<file path="config.mk">
export PLATFORM = sky130hd
export DESIGN_NAME = adc_conv_sequencer
export DESIGN_NICKNAME = d
export VERILOG_FILES = /design/src/rtl/adcseq_pkg.sv /design/src/rtl/adcseq_datapath.sv /design/src/rtl/adcseq_control.sv /design/src/rtl/adc_conv_sequencer.sv
export SDC_FILE = /design/constraint.sdc
export NUM_CORES = 1
export LEC_CHECK = 0
export BUFFER_PORTS_ARGS = -buffer_cell sky130_fd_sc_hd__buf_2
export CAP_MARGIN = 5
export CORE_AREA = 2 2 43 45
export CTS_BUF_LIST = sky130_fd_sc_hd__clkbuf_2 sky130_fd_sc_hd__clkbuf_4 sky130_fd_sc_hd__clkbuf_8
export DETAILED_ROUTE_END_ITERATION = 10
export DIE_AREA = 0 0 45 47
export GPL_ROUTABILITY_DRIVEN = 1
export GPL_TIMING_DRIVEN = 1
export PLACE_DENSITY_LB_ADDON = 0.25
export SLEW_MARGIN = 20
export SYNTH_ARGS = -nofsm -noshare
export SYNTH_HDL_FRONTEND = slang
export SYNTH_SLANG_ARGS = --single-unit
</file>
<file path="constraint.sdc">
create_clock -name clk -period 1.8 [get_ports clk]
set_input_delay 0.36 -clock clk [delete_from_list [all_inputs] [get_ports clk]]
set_output_delay 0.36 -clock clk [all_outputs]
set_load 0.01 [all_outputs]
</file>
<file path="src/rtl/adcseq_pkg.sv">
package adcseq_pkg;
  typedef enum logic [1:0] {
    ST_IDLE   = 2'd0,
    ST_CONV   = 2'd1,
    ST_SETTLE = 2'd2,
    ST_READ   = 2'd3
  } seqState_t;

  typedef struct packed {
    logic writeStrobe;
    logic readStrobe;
  } seqStrobes_t;
endpackage

</file>
<file path="src/rtl/adcseq_datapath.sv">
module adcseq_datapath
  import adcseq_pkg::*;
#(
  parameter int DATA_W      = 8,
  parameter int SYNC_STAGES = 2
) (
  input  logic              clk,
  input  logic              rstN,
  input  seqStrobes_t       strobes,
  input  logic              adcIntN,
  input  logic [DATA_W-1:0] adcData,
  output logic              intFall,
  output logic [DATA_W-1:0] sampleOut,
  output logic              sampleValid
);
  localparam int LAST = SYNC_STAGES - 1;

  logic [SYNC_STAGES-1:0] syncQ;
  logic                   intLast;
  logic [DATA_W-1:0]      revData;

  for (genvar i = 0; i < SYNC_STAGES; i++) begin : g_sync
    if (i == 0) begin : g_first
      always_ff @(posedge clk or negedge rstN)
        if (!rstN) syncQ[i] <= 1'b1;
        else       syncQ[i] <= adcIntN;
    end else begin : g_next
      always_ff @(posedge clk or negedge rstN)
        if (!rstN) syncQ[i] <= 1'b1;
        else       syncQ[i] <= syncQ[i-1];
    end
  end

  always_ff @(posedge clk or negedge rstN)
    if (!rstN) intLast <= 1'b1;
    else       intLast <= syncQ[LAST];

  assign intFall = intLast & ~syncQ[LAST];

  for (genvar b = 0; b < DATA_W; b++) begin : g_rev
    assign revData[b] = adcData[DATA_W-1-b];
  end

  always_ff @(posedge clk or negedge rstN) begin
    if (!rstN) begin
      sampleOut   <= '0;
      sampleValid <= 1'b0;
    end else begin
      sampleValid <= strobes.readStrobe;
      if (strobes.readStrobe) sampleOut <= revData;
    end
  end

  AST_REVERSED_CAPTURE: assert property (@(posedge clk) disable iff (!rstN)
    strobes.readStrobe |=> (sampleOut[0] == $past(adcData[DATA_W-1]) &&
                            sampleOut[DATA_W-1] == $past(adcData[0])));
  AST_VALID_FOLLOWS_READ: assert property (@(posedge clk) disable iff (!rstN)
    strobes.readStrobe |=> sampleValid);
  AST_VALID_SINGLE: assert property (@(posedge clk) disable iff (!rstN)
    (sampleValid && !strobes.readStrobe) |=> !sampleValid);
endmodule

</file>
<file path="src/rtl/adcseq_control.sv">
module adcseq_control
  import adcseq_pkg::*;
#(
  parameter int WAIT_CYCLES = 10
) (
  input  logic        clk,
  input  logic        rstN,
  input  logic        sampleTick,
  input  logic        streamMode,
  input  logic        intFall,
  output seqStrobes_t strobes
);
  localparam int CNT_W = $clog2(WAIT_CYCLES + 1);
  localparam logic [CNT_W-1:0] CNT_LAST = CNT_W'(WAIT_CYCLES - 1);

  seqState_t        state, stateNext;
  logic [CNT_W-1:0] waitCnt;
  logic             pendingReq;
  logic             leaveIdle;

  assign leaveIdle = (state == ST_IDLE) && pendingReq;

  always_ff @(posedge clk or negedge rstN)
    if (!rstN) pendingReq <= 1'b0;
    else       pendingReq <= (pendingReq & ~leaveIdle) | sampleTick;

  always_comb begin
    stateNext = state;
    case (state)
      ST_IDLE:   if (pendingReq) stateNext = ST_CONV;
      ST_CONV:   if (intFall) stateNext = streamMode ? ST_SETTLE : ST_READ;
      ST_SETTLE: if (waitCnt == CNT_LAST) stateNext = ST_READ;
      ST_READ:   stateNext = ST_CONV;
      default:   stateNext = ST_IDLE;
    endcase
  end

  always_ff @(posedge clk or negedge rstN) begin
    if (!rstN) begin
      state   <= ST_IDLE;
      waitCnt <= '0;
    end else begin
      state <= stateNext;
      if (state == ST_SETTLE) waitCnt <= waitCnt + 1'b1;
      else                    waitCnt <= '0;
    end
  end

  always_comb begin
    strobes = '0;
    case (state)
      ST_IDLE:   begin strobes.writeStrobe = 1'b0; strobes.readStrobe = 1'b0; end
      ST_CONV:   begin strobes.writeStrobe = 1'b1; strobes.readStrobe = 1'b0; end
      ST_SETTLE: begin strobes.writeStrobe = 1'b0; strobes.readStrobe = 1'b0; end
      ST_READ:   begin strobes.writeStrobe = 1'b0; strobes.readStrobe = 1'b1; end
      default:   strobes = '0;
    endcase
  end

  AST_IDLE_HOLD: assert property (@(posedge clk) disable iff (!rstN)
    (state == ST_IDLE && !pendingReq) |=> state == ST_IDLE);
  AST_CONV_NEEDS_FALL: assert property (@(posedge clk) disable iff (!rstN)
    (state == ST_CONV && !intFall) |=> state == ST_CONV);
  AST_SETTLE_BOUND: assert property (@(posedge clk) disable iff (!rstN)
    state == ST_SETTLE |-> waitCnt < CNT_W'(WAIT_CYCLES));
  AST_READ_SINGLE: assert property (@(posedge clk) disable iff (!rstN)
    state == ST_READ |=> state == ST_CONV);
  AST_STROBE_EXCL: assert property (@(posedge clk) disable iff (!rstN)
    !(strobes.writeStrobe && strobes.readStrobe));
endmodule

</file>
<file path="src/rtl/adc_conv_sequencer.sv">
module adc_conv_sequencer
  import adcseq_pkg::*;
#(
  parameter int DATA_W      = 8,
  parameter int WAIT_CYCLES = 10,
  parameter int SYNC_STAGES = 2
) (
  input  logic              clk,
  input  logic              rstN,
  input  logic              sampleTick,
  input  logic              streamMode,
  input  logic              adcIntN,
  input  logic [DATA_W-1:0] adcData,
  output logic              adcWr,
  output logic              adcRd,
  output logic [DATA_W-1:0] sampleOut,
  output logic              sampleValid
);
  seqStrobes_t strobes;
  logic        intFall;

  adcseq_control #(.WAIT_CYCLES(WAIT_CYCLES)) u_control (
    .clk        (clk),
    .rstN       (rstN),
    .sampleTick (sampleTick),
    .streamMode (streamMode),
    .intFall    (intFall),
    .strobes    (strobes)
  );

  adcseq_datapath #(.DATA_W(DATA_W), .SYNC_STAGES(SYNC_STAGES)) u_datapath (
    .clk         (clk),
    .rstN        (rstN),
    .strobes     (strobes),
    .adcIntN     (adcIntN),
    .adcData     (adcData),
    .intFall     (intFall),
    .sampleOut   (sampleOut),
    .sampleValid (sampleValid)
  );

  assign adcWr = strobes.writeStrobe;
  assign adcRd = strobes.readStrobe;
endmodule

</file>
After elaboration in Yosys (flattened, before gate mapping)
Cells that the tools add are included.
Storage, ports and cells
  flip-flop bits (word level): 19
  bits of input ports: 13
  output and inout port bits: 11
  word-level logic and storage cells: 32
Operators by class
  add/sub/neg operators: 1
  equality and inequality tests: 7
  mux-type cells: 7
  bitwise operators: 5
  reduce and logical (&&, ||, !) cells: 4
Operator list (number)
  case mux 2 bit (4 select lines): 1
  two-way mux 2 bit: 3
  case mux 2 bit (3 select lines): 1
  adder 4 x 1 -> 4 bit (second input constant): 1
  == test 2 bit (second input constant): 2
  == test 4 bit (second input constant): 1
  two-way mux 4 bit: 1
  != test 2 x 1 -> 1 bit (second input constant): 2
  AND reduction 3 bit: 1
  AND 1 bit: 2
  == test 2 x 1 -> 1 bit (second input constant): 1
  logical NOT 2 bit: 1
  != test 2 bit (second input constant): 1
  NOT 1 bit: 2
  OR reduction 2 bit: 1
  logical AND 1 bit: 1
  two-way mux 1 bit: 1
  OR 1 bit: 1

Depth between registers and ports, before layout
Gate-level depths: netlist of run 1.
  depth in word-level cells: 5
  gate-level depth with buffers: 5

Hierarchy
Synthesis of run 1 repeated with hierarchy kept, for this count alone.
Unflattened totals
  cells, all modules: 57
  area total of the unflattened synthesis: 857.1 um^2
Modules (own cells, without submodules)
  adcseq_datapath: times used 1, cells an instance 22, area each 441.7 um^2, sequential area each 304.0 um^2
  adcseq_control: times used 1, cells an instance 35, area each 415.4 um^2, sequential area each 175.2 um^2

Worst setup path before layout of run 1
OpenSTA, ideal clock, no wires.
  kind: flip-flop to flip-flop
  start point: reg u_control.state[1]
  end point: reg u_control.state[1]
  library setup time: 0.127 ns
  data arrival time: 1.444 ns
  data required time: 1.673 ns
  path slack: 0.229 ns
  stages on the path, launching flop included: 5
  path buffers: 0
  cell sequence: dfrtp_1 -> inv_1 -> ha_1 -> a222oi_1 -> mux2_1
Between the ends
  longest elaborated chain between the ends: 3
RTL lines
  start, declared: line adcseq_control.sv:16  | seqState_t state, stateNext;
  start signal, assigned: line adcseq_control.sv:43  | state <= stateNext;
  == test 2 bit, or another cell as far along: line adcseq_control.sv:29  | case (state)
  != test 2 x 1 -> 1 bit (no source line) / != test 2 bit (equally long branches)
  AND reduction 3 bit (no source line)
Several ways; a longest one is shown, not always the timed one.
A chain may end at the register's enable or synchronous reset.

Final worst setup path of run 1
Same ends and word-level chain as after synthesis.

==> flow_metrics.py, run 1 <==
metrics = {
    "worst_setup_path": {
        "crit_type": "flip-flop to flip-flop",
        "worstReg2RegEnd": "u_control.state[1]$_DFFE_PN0P_",
        "r2r_start": "u_control.state[1]$_DFFE_PN0P_",
        "crit_required_ps": 1980,
        "r2r_setup_slack_ps": 150,
        "path_max_fanout": 5,
        "r2r_cells": 4,
        "critPathArrivalTime_ps": 1830,
        "startpoint_type": "flip-flop",
        "crit_path_end_kind": "flip-flop",
    },
    "synthesis": {
        "synth_top_area_cell": "dfrtp_1",
        "ys_seq_elements": 19,
        "syn_nets": 74,
        "synth_area_leaders": "dfrtp_1 51%, mux2_2 11%, ha_1 11%",
        "syn_avg_cell_area_um2": 14.6,
        "yosys_warnings": 0,
        "synthDistinctLibCells": 18,
        "synth_top_area_share": 0.507,
        "ys_seq_area_frac": 0.607,
        "synth_cells": 54,
        "syn_area_um2": 790,
    },
    "placement": {
        "dp.cells": 93,
        "port_buffers": 23,
        "hpwlAfterDp_um": 894,
        "gp_congestion": 0.712,
        "placed_cell_area_um2": 922,
    },
    "layout": {
        "antenna_cells_inserted": 0,
        "final_area_um2": 965,
        "stdcell_count": 98,
        "drive_gt1_frac": 0.481,
        "synthToLayoutAreaGrowth_pct": 22.2,
        "nNetsFinal": 102,
    },
    "clock_tree": {
        "clockBufferDepth": 2,
        "numCtsBuffers": 3,
        "clk_pin_slew_ps": 110,
        "cts_tree": "done",
        "htreeDepth": 1,
        "cts_sinks": 19,
        "post_cts_buffers": 0,
        "clk_latency_ps": 290,
        "ctsRootBufferMaster": "clkbuf_4",
    },
    "timing": {
        "setup_violations": 0,
        "rsz0062_at_grt": "no",
        "timing.hold.ws_ps": 151,
        "hold_violations": 0,
        "slew_headroom": 0.691,
        "tightest_slew_ps": 463,
        "clock.fmax_ghz": 0.606,
        "tns_ps": 0,
        "clock_skew_ps": 5.70,
        "post-route-min-period_ps": 1650,
        "finalCritPeriodShare": 0.917,
        "maxSlewViolCount": 0,
    },
    "routing": {
        "ant_nets": 0,
        "drt_first_iter_violations": 3,
        "drc": 0,
        "vias": 466,
        "routedWlPerCell_um": 11.8,
        "first_pass_iters": 4,
        "drt_wl_total_um": 1160,
        "vias_per_cell": 4.76,
    },
    "grt": {
        "grt_usage": 0.131,
        "antenna_found_initial": 0,
        "grt_overflow": 0,
        "grt_pass1_wl_um": 1940,
        "grt_pass1_vias": 479,
        "grt_max_degree": 20,
    },
    "power": {
        "peakVddDrop_mv": 0.883,
        "cellPowerDensity_nw_per_um2": 1550,
        "p_leak_uw": 0.000490,
    },
    "worst_hold_path": {
        "hp-start": "adcIntN",
        "hold_end": "u_datapath.syncQ[0]$_DFF_PN1_",
        "hold_class": "input pin to flip-flop",
        "hold_depth": 1,
    },
    "floorplanning": {
        "die-area_um2": 2120,
        "start_util": 0.478,
        "core-area_um2": 1650,
        "rows": 15,
        "die_w_um": 45,
        "die_height_um": 47,
        "num_io_pins": 24,
    },
    "job": {
        "max-cap-violations": 0,
    },
    "run_status": {
        "status": "finished, final reports clean",
    },
}
stage by stage:
step	utilization	power (µW)	setup WS [ps]
after detailed placement	0.558	1300	144
after CTS	0.583	1520	54.6
final	0.584	1500	149
after global placement	0.558	1280	188
after global routing	0.584	1630	4.88
after floorplan	-	1080	229
placed cells by master (no fill, tap or decap), drive strengths merged, types with 2 or more instances in the layout:
cell     n
inv      4
dfrtp   16
dfstp    3
and2     2
ha       7
nor2b    3
mux2     9
clkbuf   3
buf     23
repair_timing:
| action | 4_1_cts | 5_1_grt |
|---|---|---|
| endpoints found under the setup margin | 0 | 2 |
| hold buffers | 1 | 0 |
| gates resized for setup | 0 | 1 |
| endpoints found under the hold margin | 16 | 0 |
cells in the mapped netlist:
cell type  count
o21bai_1       1
nor2b_1        3
a222oi_1       1
nor3b_1        1
mux2_1         1
mux2_2         8
inv_1          4
mux2i_1        1
and2_1         2
dfrtp_1       16
clkbuf_1       1
xor2_1         1
nand2b_1       1
dfstp_2        3
xnor2_1        1
ha_1           7
nand3b_1       1
nand3_1        1
flip-flops by register name, indices dropped and copies added, names as in the netlist:
signal,count
u_datapath.sampleValid,1
u_control.state,2
u_control.pendingReq,1
u_datapath.syncQ,2
u_datapath.sampleOut,8
u_control.waitCnt,4
u_datapath.intLast,1
power breakdown:
| part | total [µW] | internal (µW) | leakage (µW) | switching (µW) |
|---|---|---|---|---|
| sequential | 659 | 581 | 0.000225 | 77.9 |
| clock | 216 | 84.3 | 0.0000139 | 132 |
| combinational | 625 | 331 | 0.000251 | 294 |
worst max path at each step:
stage | start | end | slack (ps) | cells past startpoint
3_3_place_gp | u_control.state[0]$_DFFE_PN0P_ | u_control.state[1]$_DFFE_PN0P_ | 190 | 4
4_1_cts | u_control.state[1]$_DFFE_PN0P_ | adcRd | 50 | 2
3_5_place_dp | u_control.state[1]$_DFFE_PN0P_ | u_control.state[1]$_DFFE_PN0P_ | 140 | 4
6_report | u_control.state[1]$_DFFE_PN0P_ | u_control.state[1]$_DFFE_PN0P_ | 150 | 4
2_1_floorplan | u_control.state[1]$_DFFE_PN0P_ | u_control.state[1]$_DFFE_PN0P_ | 230 | 4
5_1_grt | u_control.state[1]$_DFFE_PN0P_ | u_control.state[1]$_DFFE_PN0P_ | 5 | 4
final cells by class:
cell class / count / area, µm²
fill: 135 / 687
sequential: 19 / 479
multi-input combinational: 30 / 294
clock inverter: 1 / 7.51
tap: 17 / 21.3
inverter: 4 / 15.0
timing repair buffer: 24 / 125
clock buffer: 3 / 22.5
layer usage:
metal,global-route usage,vias up,part of all wire
met5,0,-,0
met4,0.0706,0,0.018
met3,0.0231,2,0.036
met2,0.231,9,0.49
met1,0.151,222,0.45
li1,-,233,-
worst max-delay path, stage by stage (launching register included):
cell and delay [ps]:
dfrtp_1 430, inv_1 80, ha_1 210, a222oi_1 460, mux2_1 360
kinds of logic (layout without fill, tap and decap cells):
family	count (synthesis)	count (layout)	synth area share
fa+ha+maj	7	7	0.111
mux	10	10	0.141
compound gates	2	2	0.0222
simple gates	9	9	0.0729
buf+inv	5	32	0.0238
xor+xnor	2	2	0.0222
flops	19	19	0.607
(Power assumes the default switching activity.)
==> run 2, diff against run 1 <==
RECOVER_POWER = 25   (was default)
==> flow_metrics.py, run 2 (synthesized netlist as in run 1, its figures left out) <==
metrics = {
    "timing": {
        "slew_headroom": 0.373,
        "tightest_slew_ps": 941,
        "rsz0062_at_grt": "no",
        "finalCritPeriodShare": 0.918,
        "post-route-min-period_ps": 1650,
        "hold_violations": 0,
        "maxSlewViolCount": 0,
        "tns_ps": 0,
        "clock_skew_ps": 5.85,
        "setup_violations": 0,
        "clock.fmax_ghz": 0.605,
    },
    "grt": {
        "antenna_found_initial": 0,
        "grt_max_degree": 20,
        "grt_usage": 0.131,
        "grt_pass1_wl_um": 1940,
        "grt_overflow": 0,
        "grt_pass1_vias": 479,
    },
    "worst_setup_path": {
        "startpoint_type": "flip-flop",
        "crit_path_end_kind": "flip-flop",
        "cp_slowest_stage_delay_ps": 460,
        "crit_type": "flip-flop to flip-flop",
        "r2r_setup_slack_ps": 150,
        "crit_required_ps": 1980,
        "crit_buf_inv": 1,
        "path_max_fanout": 5,
        "worstReg2RegEnd": "u_control.state[1]$_DFFE_PN0P_",
        "r2r_start": "u_control.state[1]$_DFFE_PN0P_",
        "slowest_stage": "a222oi_1",
        "critPathArrivalTime_ps": 1830,
        "r2r_cells": 4,
        "path_delay_family": "compound AO/OA/AOI/OAI gates",
        "path_cells": "inv_1, ha_1, a222oi_1, mux2_1",
    },
    "routing": {
        "vias_per_cell": 4.76,
        "drc": 0,
        "routedWlPerCell_um": 11.8,
        "vias": 466,
        "ant_nets": 0,
        "drt_wl_total_um": 1160,
        "first_pass_iters": 4,
        "drt_first_iter_violations": 3,
    },
    "clock_tree": {
        "clk_pin_slew_ps": 110,
        "clockBufferDepth": 2,
        "cts_sinks": 19,
        "numCtsBuffers": 3,
        "htreeDepth": 1,
        "post_cts_buffers": 0,
        "ctsRootBufferMaster": "clkbuf_4",
        "cts_tree": "done",
        "clk_latency_ps": 290,
    },
    "floorplanning": {
        "die_w_um": 45,
        "num_io_pins": 24,
        "rows": 15,
        "core-area_um2": 1650,
        "start_util": 0.478,
        "die_height_um": 47,
        "die-area_um2": 2120,
    },
    "layout": {
        "drive_gt1_frac": 0.469,
        "layout.cells.most_common": "buf_2",
        "nNetsFinal": 102,
        "top_regs": "u_datapath.sampleOut (8), u_control.waitCnt (4)",
        "largest_reg_flops": 8,
        "regMostFlops": "u_datapath.sampleOut",
        "stdcell_count": 98,
        "synthToLayoutAreaGrowth_pct": 22.0,
        "antenna_cells_inserted": 0,
        "final_cell_mix": "22 x buf_2, 16 x dfrtp_1, 8 x mux2_2",
    },
    "worst_hold_path": {
        "hold_class": "input pin to flip-flop",
        "hold_depth": 1,
        "hold_end": "u_datapath.syncQ[0]$_DFF_PN1_",
        "hp-start": "adcIntN",
    },
    "placement": {
        "dp.cells": 93,
        "gp_congestion": 0.712,
        "port_buffers": 23,
        "hpwlAfterDp_um": 894,
    },
    "power": {
        "cellPowerDensity_nw_per_um2": 1560,
        "combPwrFrac": 0.416,
        "p_sw_frac": 0.336,
        "p_seq_frac": 0.440,
        "power.switching_uw": 503,
        "power.share.clock": 0.144,
        "p_leak_uw": 0.000488,
        "intPower_uw": 996,
        "peakVddDrop_mv": 0.882,
    },
    "job": {
        "max-cap-violations": 0,
    },
    "run_status": {
        "status": "finished, final reports clean",
    },
}
[run 2: cell types whose count changed in the layout (fill, tap and decap cells not counted), sizes merged]
cell	delta
buf	-1
clkbuf	+1
[run 2: power by group through the flow]
stage                     sequential, µW  clock [µW]  combinational (µW)
after floorplan                      718           0                 366
after global placement               667           0                 614
after detailed placement             672           0                 628
after CTS                            662         225                 630
after global routing                 682         243                 699
final                                659         216                 624
[run 2: routing by layer]
| layer | part of all wire | vias up | wire, µm | track usage |
|---|---|---|---|---|
| met5 | 0 | - | 0 | 0 |
| met1 | 0.45 | 222 | 525 | 0.151 |
| met4 | 0.018 | 0 | 21 | 0.0706 |
| met2 | 0.49 | 9 | 570 | 0.231 |
| met3 | 0.036 | 2 | 42 | 0.0231 |
| li1 | - | 233 | - | - |
[run 2: per-stage QoR]
step / hold WS [ps] / util / instance area, µm² / total power, µW / setup slack [ps]
after floorplan: 64.4 / - / 790 / 1080 / 229
after global placement: 317 / 0.558 / 922 / 1280 / 188
after detailed placement: 312 / 0.558 / 922 / 1300 / 144
after CTS: 138 / 0.583 / 962 / 1520 / 54.6
after global routing: 121 / 0.583 / 963 / 1620 / 4.88
final: 151 / 0.583 / 963 / 1500 / 148
[run 2: layout make-up]
type	count	area [µm²]
sequential	19	479
multi-input combinational	30	294
inverter	4	15.0
clock buffer	3	22.5
timing repair buffer	24	124
clock inverter	1	7.51
tap	17	21.3
fill	136	688
[run 2: repair_timing]
item                                    in CTS  in global routing
hold endpoints to repair                    16                  0
resized for setup                            0                  1
hold buffers                                 1                  0
endpoints found under the setup margin       0                  2
[run 2: worst max path at each step]
stage | start | endpoint | slack [ps] | cells after the start
2_1_floorplan | u_control.state[1]$_DFFE_PN0P_ | u_control.state[1]$_DFFE_PN0P_ | 230 | 4
3_3_place_gp | u_control.state[0]$_DFFE_PN0P_ | u_control.state[1]$_DFFE_PN0P_ | 190 | 4
3_5_place_dp | u_control.state[1]$_DFFE_PN0P_ | u_control.state[1]$_DFFE_PN0P_ | 140 | 4
4_1_cts | u_control.state[1]$_DFFE_PN0P_ | adcRd | 50 | 2
5_1_grt | u_control.state[1]$_DFFE_PN0P_ | u_control.state[1]$_DFFE_PN0P_ | 5 | 4
6_report | u_control.state[1]$_DFFE_PN0P_ | u_control.state[1]$_DFFE_PN0P_ | 150 | 4
